<file path="config.mk">
export PLATFORM = sky130hd
export DESIGN_NAME = bootswap_decoder
export DESIGN_NICKNAME = d
export VERILOG_FILES = /design/src/rtl/bsd_pkg.sv /design/src/rtl/bsd_mode_fsm.sv /design/src/rtl/bsd_page_reg.sv /design/src/rtl/bsd_region_decode.sv /design/src/rtl/bootswap_decoder.sv
export SDC_FILE = /design/constraint.sdc
export NUM_CORES = 1
export LEC_CHECK = 0
export BUFFER_PORTS_ARGS = -buffer_cell sky130_fd_sc_hd__buf_2
export CORE_UTILIZATION = 40
export DETAILED_ROUTE_END_ITERATION = 12
export PLACE_DENSITY_LB_ADDON = 0.15
export SKIP_LAST_GASP = 1
export SYNTH_ARGS = -nofsm -noshare
export SYNTH_HDL_FRONTEND = slang
export SYNTH_SLANG_ARGS = --single-unit
</file>
<file path="constraint.sdc">
create_clock -name clk -period 1.68 [get_ports clk]
set_clock_uncertainty 0.05 [all_clocks]
set_input_delay 0.084 -clock clk [delete_from_list [all_inputs] [get_ports clk]]
set_output_delay 0.084 -clock clk [all_outputs]
set_load 0.01 [all_outputs]
</file>
<file path="src/rtl/bsd_pkg.sv">
package bsd_pkg;

    typedef enum logic {
        MODE_BOOT = 1'b0,
        MODE_RUN  = 1'b1
    } mode_e;

    // Region boundaries (exclusive upper ends)
    localparam logic [15:0] RAM_END    = 16'h2000;
    localparam logic [15:0] BOOT_SPLIT = 16'h2000;
    localparam logic [15:0] LOW_END    = 16'h4000;
    localparam logic [15:0] COMMON_END = 16'h8000;
    localparam logic [15:0] PAGED_END  = 16'hC000;

    // Control registers inside the RAM window
    localparam logic [15:0] PAGE_REG_ADDR = 16'h1FF0;
    localparam logic [15:0] SWAP_REG_ADDR = 16'h1FF1;

    // Flash command addresses as seen on the low 15 address lines
    localparam logic [14:0] CMD_ADDR_A = 15'h5555;
    localparam logic [14:0] CMD_ADDR_B = 15'h2AAA;

endpackage

</file>
<file path="src/rtl/bsd_mode_fsm.sv">
module bsd_mode_fsm
    import bsd_pkg::*;
(
    input  logic clk,
    input  logic rst_n,
    input  logic swap_wr,
    input  logic swap_val,
    output logic run_mode
);

    mode_e state_q, state_d;

    always_comb begin
        state_d = state_q;
        unique case (state_q)
            MODE_BOOT: if (swap_wr && swap_val)  state_d = MODE_RUN;   // SWAP_SET
            MODE_RUN:  if (swap_wr && !swap_val) state_d = MODE_BOOT;  // SWAP_CLEAR
            default:   state_d = MODE_BOOT;
        endcase
    end

    always_ff @(posedge clk or negedge rst_n) begin
        if (!rst_n) state_q <= MODE_BOOT;
        else        state_q <= state_d;
    end

    always_comb begin
        unique case (state_q)
            MODE_BOOT: run_mode = 1'b0;
            MODE_RUN:  run_mode = 1'b1;
            default:   run_mode = 1'b0;
        endcase
    end

endmodule

</file>
<file path="src/rtl/bsd_page_reg.sv">
module bsd_page_reg #(
    parameter int PAGE_W = 3
) (
    input  logic              clk,
    input  logic              rst_n,
    input  logic              page_wr,
    input  logic [PAGE_W-1:0] page_in,
    output logic [PAGE_W-1:0] page_q
);

    always_ff @(posedge clk or negedge rst_n) begin
        if (!rst_n)       page_q <= '0;
        else if (page_wr) page_q <= page_in;
    end

endmodule

</file>
<file path="src/rtl/bsd_region_decode.sv">
module bsd_region_decode
    import bsd_pkg::*;
#(
    parameter int PAGE_W      = 3,
    parameter int N_BOOT      = 2,
    parameter int VECTOR_SECT = 0,
    parameter int COMMON_SECT = 1
) (
    input  logic [15:0]          addr,
    input  logic                 is_fetch,
    input  logic                 is_data,
    input  logic                 run_mode,
    input  logic [PAGE_W-1:0]    page,
    output logic [(1<<PAGE_W)-1:0] flash_sel,
    output logic [N_BOOT-1:0]    boot_sel,
    output logic                 ram_sel
);

    localparam int N_SECT = 1 << PAGE_W;

    logic              flash_hit;
    logic [PAGE_W-1:0] flash_idx;
    logic              boot_hit;
    logic              boot_idx;

    always_comb begin
        flash_hit = 1'b0;
        flash_idx = '0;
        boot_hit  = 1'b0;
        boot_idx  = (addr >= BOOT_SPLIT);
        ram_sel   = 1'b0;
        if (is_fetch) begin
            if (addr < LOW_END) begin
                if (run_mode) begin
                    flash_hit = 1'b1;
                    flash_idx = PAGE_W'(VECTOR_SECT);
                end else begin
                    boot_hit = 1'b1;
                end
            end else if (addr < COMMON_END) begin
                flash_hit = 1'b1;
                flash_idx = PAGE_W'(COMMON_SECT);
            end else if (addr < PAGED_END) begin
                flash_hit = 1'b1;
                flash_idx = page;
            end
        end else if (is_data) begin
            if (addr < RAM_END) begin
                ram_sel = 1'b1;
            end else if (!run_mode) begin
                if (addr >= LOW_END && addr < COMMON_END) begin
                    flash_hit = 1'b1;
                    flash_idx = PAGE_W'(COMMON_SECT);
                end else if (addr >= COMMON_END && addr < PAGED_END) begin
                    flash_hit = 1'b1;
                    flash_idx = page;
                end
            end
        end
    end

    generate
        for (genvar s = 0; s < N_SECT; s++) begin : g_flash
            assign flash_sel[s] = flash_hit && (flash_idx == PAGE_W'(s));
        end
        for (genvar b = 0; b < N_BOOT; b++) begin : g_boot
            assign boot_sel[b] = boot_hit && (int'(boot_idx) == b);
        end
    endgenerate

endmodule

</file>
<file path="src/rtl/bootswap_decoder.sv">
module bootswap_decoder
    import bsd_pkg::*;
#(
    parameter int PAGE_W = 3,
    parameter int N_BOOT = 2,
    parameter int DATA_W = 8
) (
    input  logic                     clk,
    input  logic                     rst_n,
    input  logic                     prog_stb,
    input  logic                     data_rd,
    input  logic                     data_wr,
    input  logic [15:0]              addr,
    input  logic [DATA_W-1:0]        wdata,
    output logic [(1<<PAGE_W)-1:0]   flash_sel,
    output logic [N_BOOT-1:0]        boot_sel,
    output logic                     sysram_sel,
    output logic                     flash_cmd
);

    logic              is_data;
    logic              data_write;
    logic              run_mode;
    logic [PAGE_W-1:0] page_q;

    // Program fetch has priority over data strobes
    assign is_data    = !prog_stb && (data_rd || data_wr);
    assign data_write = !prog_stb && data_wr;

    bsd_mode_fsm u_mode (
        .clk      (clk),
        .rst_n    (rst_n),
        .swap_wr  (data_write && (addr == SWAP_REG_ADDR)),
        .swap_val (wdata[0]),
        .run_mode (run_mode)
    );

    bsd_page_reg #(.PAGE_W(PAGE_W)) u_page (
        .clk     (clk),
        .rst_n   (rst_n),
        .page_wr (data_write && (addr == PAGE_REG_ADDR)),
        .page_in (wdata[PAGE_W-1:0]),
        .page_q  (page_q)
    );

    bsd_region_decode #(.PAGE_W(PAGE_W), .N_BOOT(N_BOOT)) u_dec (
        .addr      (addr),
        .is_fetch  (prog_stb),
        .is_data   (is_data),
        .run_mode  (run_mode),
        .page      (page_q),
        .flash_sel (flash_sel),
        .boot_sel  (boot_sel),
        .ram_sel   (sysram_sel)
    );

    assign flash_cmd = (|flash_sel) &&
                       ((addr[14:0] == CMD_ADDR_A) || (addr[14:0] == CMD_ADDR_B));

endmodule

</file>
After elaboration in Yosys (flattened, before gate mapping)
Cells that the tools add are included.
{"block": "classes", "magnitude_cmp": 7, "n_eq_ne": 11, "muxes": 29, "n_bitwise": 2, "reduce_logical": 25}
{"op": "equality test 16 x 13 -> 1 bit, second input constant", "n": 2}
{"op": "less-than comparator 16 bit, second input constant", "n": 2}
{"op": "2-to-1 mux 3 bit", "n": 9}
{"op": "logical AND 1 bit", "n": 19}
{"op": "2-to-1 mux 1 bit", "n": 18}
{"op": ">= comparator 16 x 14 -> 1 bit, second input constant", "n": 1}
{"op": ">= comparator 16 x 15 -> 1 bit, second input constant", "n": 1}
{"op": ">= comparator 16 bit, second input constant", "n": 1}
{"op": "less-than comparator 16 x 14 -> 1 bit, second input constant", "n": 1}
{"op": "less-than comparator 16 x 15 -> 1 bit, second input constant", "n": 1}
{"op": "equality test 15 x 14 -> 1 bit, second input constant", "n": 1}
{"op": "equality test 15 bit, second input constant", "n": 1}
{"op": "equality test 3 bit, second input constant", "n": 4}
{"op": "OR reduction 8 bit", "n": 1}
{"op": "equality test 3 x 2 -> 1 bit, second input constant", "n": 2}
{"op": "case mux 1 bit (2 select lines)", "n": 2}
{"op": "equality test 3 x 1 -> 1 bit, second input constant", "n": 1}
{"op": "logical NOT 3 bit", "n": 1}
{"op": "logical NOT 1 bit", "n": 2}
{"op": "logical OR 1 bit", "n": 2}
{"op": "NOT 1 bit", "n": 2}
{"block": "totals", "reg_bits": 4, "in_bits": 29, "elab_cells": 76}

Longest topological paths before layout
Gate-level depths: netlist of the first run.
{"block": "logic_depth", "word_depth": 12, "mapped_depth": 6}

Hierarchy
Synthesis of the first run repeated with hierarchy kept, for this count alone.
{"block": "unflattened", "hier_cells": 61, "hier_area_um2": 511.7}
{"module": "bsd_region_decode", "n_inst": 1, "cells_each": 29, "area_per_inst_um2": 186.4}
{"module": "bootswap_decoder", "n_inst": 1, "cells_each": 24, "area_per_inst_um2": 176.4}
{"module": "bsd_page_reg", "n_inst": 1, "cells_each": 6, "area_per_inst_um2": 108.9}
{"module": "bsd_mode_fsm", "n_inst": 1, "cells_each": 2, "area_per_inst_um2": 40.0}

Worst setup path before layout of the first run
OpenSTA, ideal clock, no wires.
{"block": "synth_path", "path_kind": "in2out", "start": "input addr[14]", "end": "output flash_sel[1]", "t_arrival_ns": 1.479, "required_time_ns": 1.546, "slack_ns": 0.067, "path_stages": 6, "n_path_buf": 0, "cell_sequence": "inv_1 > ha_1 > a21boi_1 > or3_1 > a221o_2 > nor2_1"}
{"block": "synth_between", "elab_chain_cells": 10, "word_cells_on_any_way": 28}
{"item": "start, declared", "line": "bootswap_decoder.sv:13", "text": "input logic [15:0] addr,"}
{"item": ">= comparator 16 bit / less-than comparator 16 bit (equally long branches)", "line": "bsd_region_decode.sv:54, bsd_region_decode.sv:43"}
{"item": "logical AND 1 bit", "line": "bsd_region_decode.sv:54", "text": "end else if (addr >= COMMON_END && addr < PAGED_END) begin"}
{"item": "2-to-1 mux 3 bit", "line": "bsd_region_decode.sv:54"}
{"item": "2-to-1 mux 3 bit", "line": "bsd_region_decode.sv:51", "text": "if (addr >= LOW_END && addr < COMMON_END) begin"}
{"item": "2-to-1 mux 3 bit", "line": "bsd_region_decode.sv:50", "text": "end else if (!run_mode) begin"}
{"item": "2-to-1 mux 3 bit", "line": "bsd_region_decode.sv:48", "text": "if (addr < RAM_END) begin"}
{"item": "2-to-1 mux 3 bit", "line": "bsd_region_decode.sv:47", "text": "end else if (is_data) begin"}
{"item": "2-to-1 mux 3 bit", "line": "bsd_region_decode.sv:32", "text": "if (is_fetch) begin"}
{"item": "equality test 3 x 1 -> 1 bit", "line": "bsd_region_decode.sv:64", "text": "assign flash_sel[s] = flash_hit && (flash_idx == PAGE_W'(s));"}
{"item": "logical AND 1 bit (*)", "line": "bsd_region_decode.sv:64"}
{"item": "end, declared", "line": "bootswap_decoder.sv:15", "text": "output logic [(1<<PAGE_W)-1:0] flash_sel,"}
Every way passes the cells marked *; elsewhere a longest branch is shown, timed or not.

==> flow_summary.yaml, run 1 <==
outcome:
  status: "finished with violations"
  violations: "setup timing"
power:
  finalPower_mw: 0.384
  leakagePower_nw: 0.488
  ir_worst_vdd_mv: 0.344
  p_per_area_nw_per_um2: 364
grt:
  grt_max_degree: 10
  grtUsageTotal_pct: 24.7
  antenna_found_initial: 0
  grt_overflow: 0
  grt_pass1_wl_microns: 2740
  grt_pass1_vias: 679
clock_tree:
  cts-root-buf: "clkbuf_4"
  ctsHtreeMaxLevel: 1
  clk_path_buf_depth: 2
  cts_sinks: 4
  cts.clk_slew.worst_paths_ps: 40
  cts-buffers-inserted: 3
  clock_latency_ps: 220
  cts_tree: "built"
timing:
  holdWs_ps: 36.1
  worst_slack_ps: -108
  fmax_ghz: 0.559
  setup_viol: 8
  period_minus_slack_ps: 1790
  fin_tns_setup_ps: -515
  hold_violations: 0
  finalCritPeriodShare_pct: 106
  tightest_slew_ps: 358
  rsz0062_at_grt: "true"
  relSlewSlack_pct: 76.1
  drv_slew: 0
floorplan:
  die_width_microns: 40.3
  dieArea_sq_um: 1620
  io_pins: 41
  initial_core_util_pct: 43.9
  die_h_microns: 40.3
  rows: 13
  coreArea_sq_um: 1330
synthesis:
  synth_cells: 70
  syn_area_sq_um: 586
  avgSynthCellArea_sq_um: 8.37
  ys_ff_latch: 4
  yosysWarnings: 0
  synth.area.top_cells: "dfrtp_1 17%, ha_1 11%, mux2_2 7.7%"
  ys_seq_area_share_pct: 17.1
  yosys_most_used_dff: "dfrtp_1"
  synth_top_area_cell: "dfrtp_1"
  syn-num-nets: 104
  synth_edf_count: 0
  synth_top_area_share_pct: 17.1
  ys_async_sr_fraction_pct: 100
  synth_cell_type_count: 35
place:
  dp.final_hpwl_microns: 1270
  io_buffer_count: 35
  postPlaceCellArea_sq_um: 847
  place_ws_ps: -91.7
  dp_cells: 129
  globalplace.congestion: 0.858
route:
  drc: 0
  drtAntennaViolNets: 0
  vias: 786
  wl_per_cell_microns: 13.8
  drt-initial-drc-count: 28
  drtPass1Iterations: 4
  routed_wl_microns: 1910
  avgViaCountPerCell: 5.70
layout:
  stdcell_count: 138
  num_antenna_cells: 0
  ff_latch_area_sq_um: 101
  finalNetCount: 159
  mostFrequentLayoutCells: "33 x buf_2, 11 x buf_4, 9 x nor2_1, 5 x nor3_1"
  final_common_cell: "buf_2"
  stdcell_area_sq_um: 1050
  drive_above_1_share_pct: 59.3
  syn2layout_area_growth_pct: 80.1
  fillerInstances: 88
  postLayoutCoreUtil_pct: 79.1
  multi_input_area_sq_um: 582
run:
  cap_violations: 0
worst_setup_path:
  crit_fanout: 5
  critPathArrivalTime_ps: 1650
  reg2reg_depth: 2
  critPathCaptureType: "output port"
  cp-endpoint: "flash_sel[3]"
  critPathLaunchType: "flip-flop"
  worstSetupPathType: "reg -> out"
  cp.required_ps: 1550
  ff2ff_setup_slack_ps: 640
worst_hold_path:
  min_path_type: "in -> reg"
[repair_timing]
item | CTS | global route
setup endpoints to repair | 8 | 9
hold endpoints to repair | 4 | 0
resized for setup | 26 | 1
hold buffers | 1 | 0
setup buffers | 5 | 0
pin swaps | 7 | 1
[synth_stat cells, drive strengths merged (2+ instances only)]
master,n
dfrtp,4
ha,5
inv,2
mux2,4
nand2,3
nand2b,3
nand3,4
nand4,2
nand4b,2
nor2,9
nor3,6
nor3b,2
nor4b,2
o21a,2
[report_power, final]
| part | internal (mW) | switching, mW | total, mW |
|---|---|---|---|
| Combinational | 0.0923 | 0.0828 | 0.175 |
| Sequential | 0.0969 | 0.0000271 | 0.0970 |
| Clock | 0.0795 | 0.0328 | 0.112 |
[critical path: stages, from the launching register on]
cell and delay, ps:
dfrtp_2 450, or3_4 340, a221o_2 390, nor3_2 100, buf_2 150
[routing by layer]
layer  GRT usage (%)  part of all wire [%]  vias up
met2            50.4                    54       26
met5               0                     0        -
li1                -                     -      386
met1            27.7                    42      374
met3               0                   3.4        0
met4            5.83                     0        0
[worst min path at each step]
stage	to	depth (start not counted)	start
after detailed placement	async pin	1	rst_n
after floorplan	async pin	0	rst_n
after global placement	u_page.page_q[1]$_DFFE_PN0P_	1	rst_n
after CTS	u_page.page_q[2]$_DFFE_PN0P_	2	wdata[2]
after global routing	u_page.page_q[2]$_DFFE_PN0P_	2	wdata[2]
final	u_page.page_q[2]$_DFFE_PN0P_	2	wdata[2]
[kinds of logic after synthesis]
kind of cell	Yosys count	synth area share, %
AOI/OAI and AO/OA	13	20.3
and+or+nand+nor	42	43.0
DFF	4	17.1
muxes	4	7.69
adders and majority gates	5	10.7
buffers and inverters	2	1.28
[area by class of cell]
type,count,share of cell area (%)
repair buffers,50,30.1
flip-flops and latches,4,9.61
clock buffers,3,2.14
multi-input cells,64,55.2
well taps,15,1.78
inverters,2,1.19
(Power assumes the default switching activity.)
==> run 2: changes to the inputs <==
--- a/config.mk
+++ b/config.mk
@@ -6,7 +6,7 @@
 export NUM_CORES = 1
 export LEC_CHECK = 0
 export BUFFER_PORTS_ARGS = -buffer_cell sky130_fd_sc_hd__buf_2
-export CORE_UTILIZATION = 40
+export CORE_UTILIZATION = 36
 export DETAILED_ROUTE_END_ITERATION = 12
 export PLACE_DENSITY_LB_ADDON = 0.15
 export SKIP_LAST_GASP = 1
==> constraint.sdc (replaced) <==
create_clock -name clk -period 1.53 [get_ports clk]
set_clock_uncertainty 0.05 [all_clocks]
set_input_delay 0.0765 -clock clk [delete_from_list [all_inputs] [get_ports clk]]
set_output_delay 0.0765 -clock clk [all_outputs]
set_load 0.01 [all_outputs]
==> flow_summary.yaml, run 2 (same netlist as run 1, synthesis figures left out) <==
outcome:
  status: "finished with violations"
  violations: "setup timing"
place:
  place_ws_ps: -322
  io_buffer_count: 35
  globalplace.congestion: 0.818
  dp.final_hpwl_microns: 1410
  dp_cells: 137
  postPlaceCellArea_sq_um: 938
power:
  leakagePower_nw: 0.533
  p_per_area_nw_per_um2: 384
  ir_worst_vdd_mv: 0.443
layout:
  stdcell_count: 146
  final_common_cell: "buf_2"
  stdcell_area_sq_um: 1170
  drive_above_1_share_pct: 65.4
  finalNetCount: 166
  syn2layout_area_growth_pct: 100
  num_antenna_cells: 0
  mostFrequentLayoutCells: "31 x buf_2, 17 x buf_4, 8 x buf_6, 6 x nor2_1"
clock_tree:
  cts-root-buf: "clkbuf_4"
  cts-buffers-inserted: 3
  cts_tree: "built"
  cts_sinks: 4
  clk_path_buf_depth: 2
  ctsHtreeMaxLevel: 1
  clock_latency_ps: 240
  cts.clk_slew.worst_paths_ps: 40
timing:
  period_minus_slack_ps: 1880
  relSlewSlack_pct: 75.2
  fmax_ghz: 0.533
  setup_viol: 9
  hold_violations: 0
  finalCritPeriodShare_pct: 123
  worst_slack_ps: -347
  tightest_slew_ps: 372
  rsz0062_at_grt: "true"
  drv_slew: 0
grt:
  grt_pass1_vias: 766
  met2_usage_pct: 43.4
  antenna_found_initial: 0
  grtUsageMet1_pct: 27.3
  use_met3_pct: 5.17
  grt_pass1_wl_microns: 3280
  grt_max_degree: 9
  grtUsageTotal_pct: 24.1
  grt_overflow: 0
  grt-busiest-layer: "met2"
floorplan:
  rows: 14
  io_pins: 41
  coreArea_sq_um: 1510
  die_width_microns: 42.3
  initial_core_util_pct: 38.9
  dieArea_sq_um: 1790
  die_h_microns: 42.3
worst_setup_path:
  crit_fanout: 4
  critPathCaptureType: "output port"
  critPathLaunchType: "flip-flop"
  worstSetupPathType: "reg -> out"
  critPathArrivalTime_ps: 1750
  cp.required_ps: 1400
route:
  drtAntennaViolNets: 0
  drtPass1Iterations: 4
  routed_wl_microns: 1990
  vias: 811
  wl_per_cell_microns: 13.6
  drt-initial-drc-count: 3
  avgViaCountPerCell: 5.55
  drc: 0
run:
  cap_violations: 0
worst_hold_path:
  min_path_type: "in -> reg"
## run 2: layer usage
metal  vias to the layer above  share of wire, %  wire, microns
met5                         -                 0              0
li1                        400                 -              -
met3                         2               3.7             73
met2                        25                53           1070
met1                       384                42            832
met4                         0               1.0             20
## run 2: layout make-up
type,count,area (sq um)
flip-flops and latches,4,100
well taps,16,20.0
multi-input cells,64,636
clock buffers,3,22.5
repair buffers,57,383
inverters,2,10.0
fillers,104,335
## run 2: final timing paths
path,start,slack (ps),endpoint,depth (start not counted)
max,flip-flop,-350,flash_sel[3],6
min,wdata[2],20,u_page.page_q[2]$_DFFE_PN0P_,2
max reg2reg,flip-flop,570,flip-flop,2
min reg2reg,u_page.page_q[0]$_DFFE_PN0P_,560,u_page.page_q[0]$_DFFE_PN0P_,2
max in group asynchronous,rst_n,1200,u_page.page_q[2]$_DFFE_PN0P_,2
min in group asynchronous,rst_n,110,async pin,2
## run 2: where the power goes
group | switching [mW] | internal (mW) | leakage (nW)
combinational | 0.0989 | 0.108 | 0.463
sequential | 0.0000284 | 0.106 | 0.0559
clock | 0.0479 | 0.0881 | 0.0138
## run 2: worst max-delay path, cell delays in order, from the launching register on
cell and delay (ps):
dfrtp_1 400, buf_6 120, nand2b_4 130, o2111ai_4 110
a221o_2 470, nor3_4 120, buf_2 140
## run 2: through the flow
| stage | power [mW] | utilization (%) | hold WS (ps) | setup TNS [ps] |
|---|---|---|---|---|
| 2_1_floorplan | 0.174 | - | -269 | -32.8 |
| 3_3_place_gp | 0.258 | 62.3 | -166 | -1760 |
| 3_5_place_dp | 0.261 | 62.3 | -167 | -2360 |
| 4_1_cts | 0.435 | 72.7 | 20.8 | -2560 |
| 5_1_grt | 0.482 | 77.7 | 18.2 | -3390 |
| 6_report | 0.450 | 77.7 | 23.4 | -2680 |
## run 2: what timing repair did
item,CTS,global route
pin swaps,13,7
endpoints found under the hold margin,4,0
endpoints found under the setup margin,9,11
buffers inserted,4,2
hold buffers,1,0
resized for setup,18,12
gates cloned,0,0
==> run 3: changes to the inputs <==
--- a/config.mk
+++ b/config.mk
@@ -6,9 +6,11 @@
 export NUM_CORES = 1
 export LEC_CHECK = 0
 export BUFFER_PORTS_ARGS = -buffer_cell sky130_fd_sc_hd__buf_2
-export CORE_UTILIZATION = 36
+export CELL_PAD_IN_SITES_DETAIL_PLACEMENT = 0
+export CELL_PAD_IN_SITES_GLOBAL_PLACEMENT = 1
+export CORE_UTILIZATION = 24
 export DETAILED_ROUTE_END_ITERATION = 12
-export PLACE_DENSITY_LB_ADDON = 0.15
+export PLACE_DENSITY = 0.72
 export SKIP_LAST_GASP = 1
 export SYNTH_ARGS = -nofsm -noshare
 export SYNTH_HDL_FRONTEND = slang
==> flow_summary.yaml, run 3 (same netlist as run 1, synthesis figures left out) <==
outcome:
  status: "finished with violations"
  violations: "setup timing"
floorplan:
  dieArea_sq_um: 2640
  io_pins: 41
  die_h_microns: 51.4
  die_width_microns: 51.4
  initial_core_util_pct: 26.0
  coreArea_sq_um: 2250
  rows: 17
timing:
  finalCritPeriodShare_pct: 121
  worst_slack_ps: -316
  setup_viol: 9
  drv_slew: 0
  period_minus_slack_ps: 1850
  rsz0062_at_grt: "true"
  hold_violations: 0
  tightest_slew_ps: 330
  relSlewSlack_pct: 77.9
  fmax_ghz: 0.542
clock_tree:
  ctsHtreeMaxLevel: 1
  cts-buffers-inserted: 3
  cts.clk_slew.worst_paths_ps: 40
  cts_tree: "built"
  clock_latency_ps: 220
  cts-root-buf: "clkbuf_4"
  clk_path_buf_depth: 2
  cts_sinks: 4
layout:
  postLayoutCoreUtil_pct: 48.9
  drive_above_1_share_pct: 62.8
  num_antenna_cells: 0
  finalNetCount: 165
  final_common_cell: "buf_2"
  mostFrequentLayoutCells: "33 x buf_2, 19 x buf_4, 6 x nor2_1, 5 x nor3_1"
  syn2layout_area_growth_pct: 88.5
power:
  p_int_mw: 0.298
  switchingPower_mw: 0.123
  combPwrFrac_pct: 45.0
  ir_worst_vdd_mv: 0.465
  finalPower_mw: 0.420
  p_seq_share_pct: 25.3
  clock_power_share_pct: 29.6
  swShare_pct: 29.2
  leakagePower_nw: 0.511
  p_per_area_nw_per_um2: 381
worst_hold_path:
  whs_path_depth: 2
  min_from: "wdata[1]"
  min_path_type: "in -> reg"
run:
  cap_violations: 0
route:
  drtPass1Iterations: 4
  drtAntennaViolNets: 0
  avgViaCountPerCell: 4.79
  drt-initial-drc-count: 7
  wl_per_cell_microns: 11.2
  vias: 752
  routed_wl_microns: 1750
  drc: 0
place:
  io_buffer_count: 35
  globalplace.congestion: 0.800
  dp.final_hpwl_microns: 1490
grt:
  grt_overflow: 0
  grt_max_degree: 9
  antenna_found_initial: 0
  grt_pass1_vias: 743
  grtUsageTotal_pct: 14.5
  grt_pass1_wl_microns: 3050
worst_setup_path:
  critPathArrivalTime_ps: 1720
  critPathLaunchType: "flip-flop"
  critPathCaptureType: "output port"
  crit_fanout: 4
  reg2reg_depth: 2
  worstSetupPathType: "reg -> out"
  cp.required_ps: 1400
==> run 3: changes by cell type in the layout (fill, tap and decap cells not counted), moves of 2 or more <==
cell	before	now
buf_6	8	3
buf_4	17	19
ha_2	0	2
inv_1	0	2
buf_2	31	33
==> run 3: critical path, stage by stage (launching register included) <==
cell and delay, ps:
dfrtp_2 410, or3_4 380, a221o_2 430, nor3_4 120, buf_2 150
==> run 3: final cells by class <==
cell class / count / area [sq um]
fillers: 227 / 1150
clock buffers: 3 / 22.5
repair buffers: 56 / 352
well taps: 28 / 35.0
inverters: 2 / 7.51
flip-flops and latches: 4 / 101
multi-input cells: 64 / 586
==> run 3: power groups by stage <==
| stage | logic, mW | clock network, mW | registers [mW] |
|---|---|---|---|
| after global placement | 0.160 | 0 | 0.108 |
| final | 0.189 | 0.124 | 0.106 |
| after global routing | 0.207 | 0.140 | 0.106 |
| after CTS | 0.174 | 0.128 | 0.106 |
| after detailed placement | 0.161 | 0 | 0.108 |
| after floorplan | 0.0665 | 0 | 0.108 |
==> run 3: path summary, 6_finish.rpt <==
path                            slack (ps)                           end
worst max-delay path                  -320                  flash_sel[3]
worst min-delay path                    30  u_page.page_q[1]$_DFFE_PN0P_
worst max register to register         540                     flip-flop
worst min register to register         490  u_page.page_q[0]$_DFFE_PN0P_
max in group asynchronous             1150                     async pin
min in group asynchronous              150  u_page.page_q[2]$_DFFE_PN0P_
==> run 3: routing by layer <==
metal	global-route usage, %	vias to the layer above	part of all wire (%)
li1	-	394	-
met1	19.1	350	45
met2	26.0	8	53
met3	2.08	0	1.8
met4	0.450	0	0
met5	0	-	0
==> run 3: metrics by stage <==
step                      setup TNS, ps  worst slack [ps]  hold slack (ps)  instances  area [sq um]
after detailed placement          -2110              -304             -165        150           961
after floorplan                   -32.8             -32.8             -269         70           623
after global placement            -1740              -259             -169        150           961
after CTS                         -2320              -331             26.3        156          1050
final                             -2040              -316             31.2        157          1100
after global routing              -2840              -374             24.4        157          1100
==> run 3: repair_timing <==
item,CTS,global route
hold endpoints to repair,4,0
pin swaps,4,9
buffers inserted,2,1
hold buffers,1,0
setup endpoints to repair,9,11
gates resized for setup,7,8
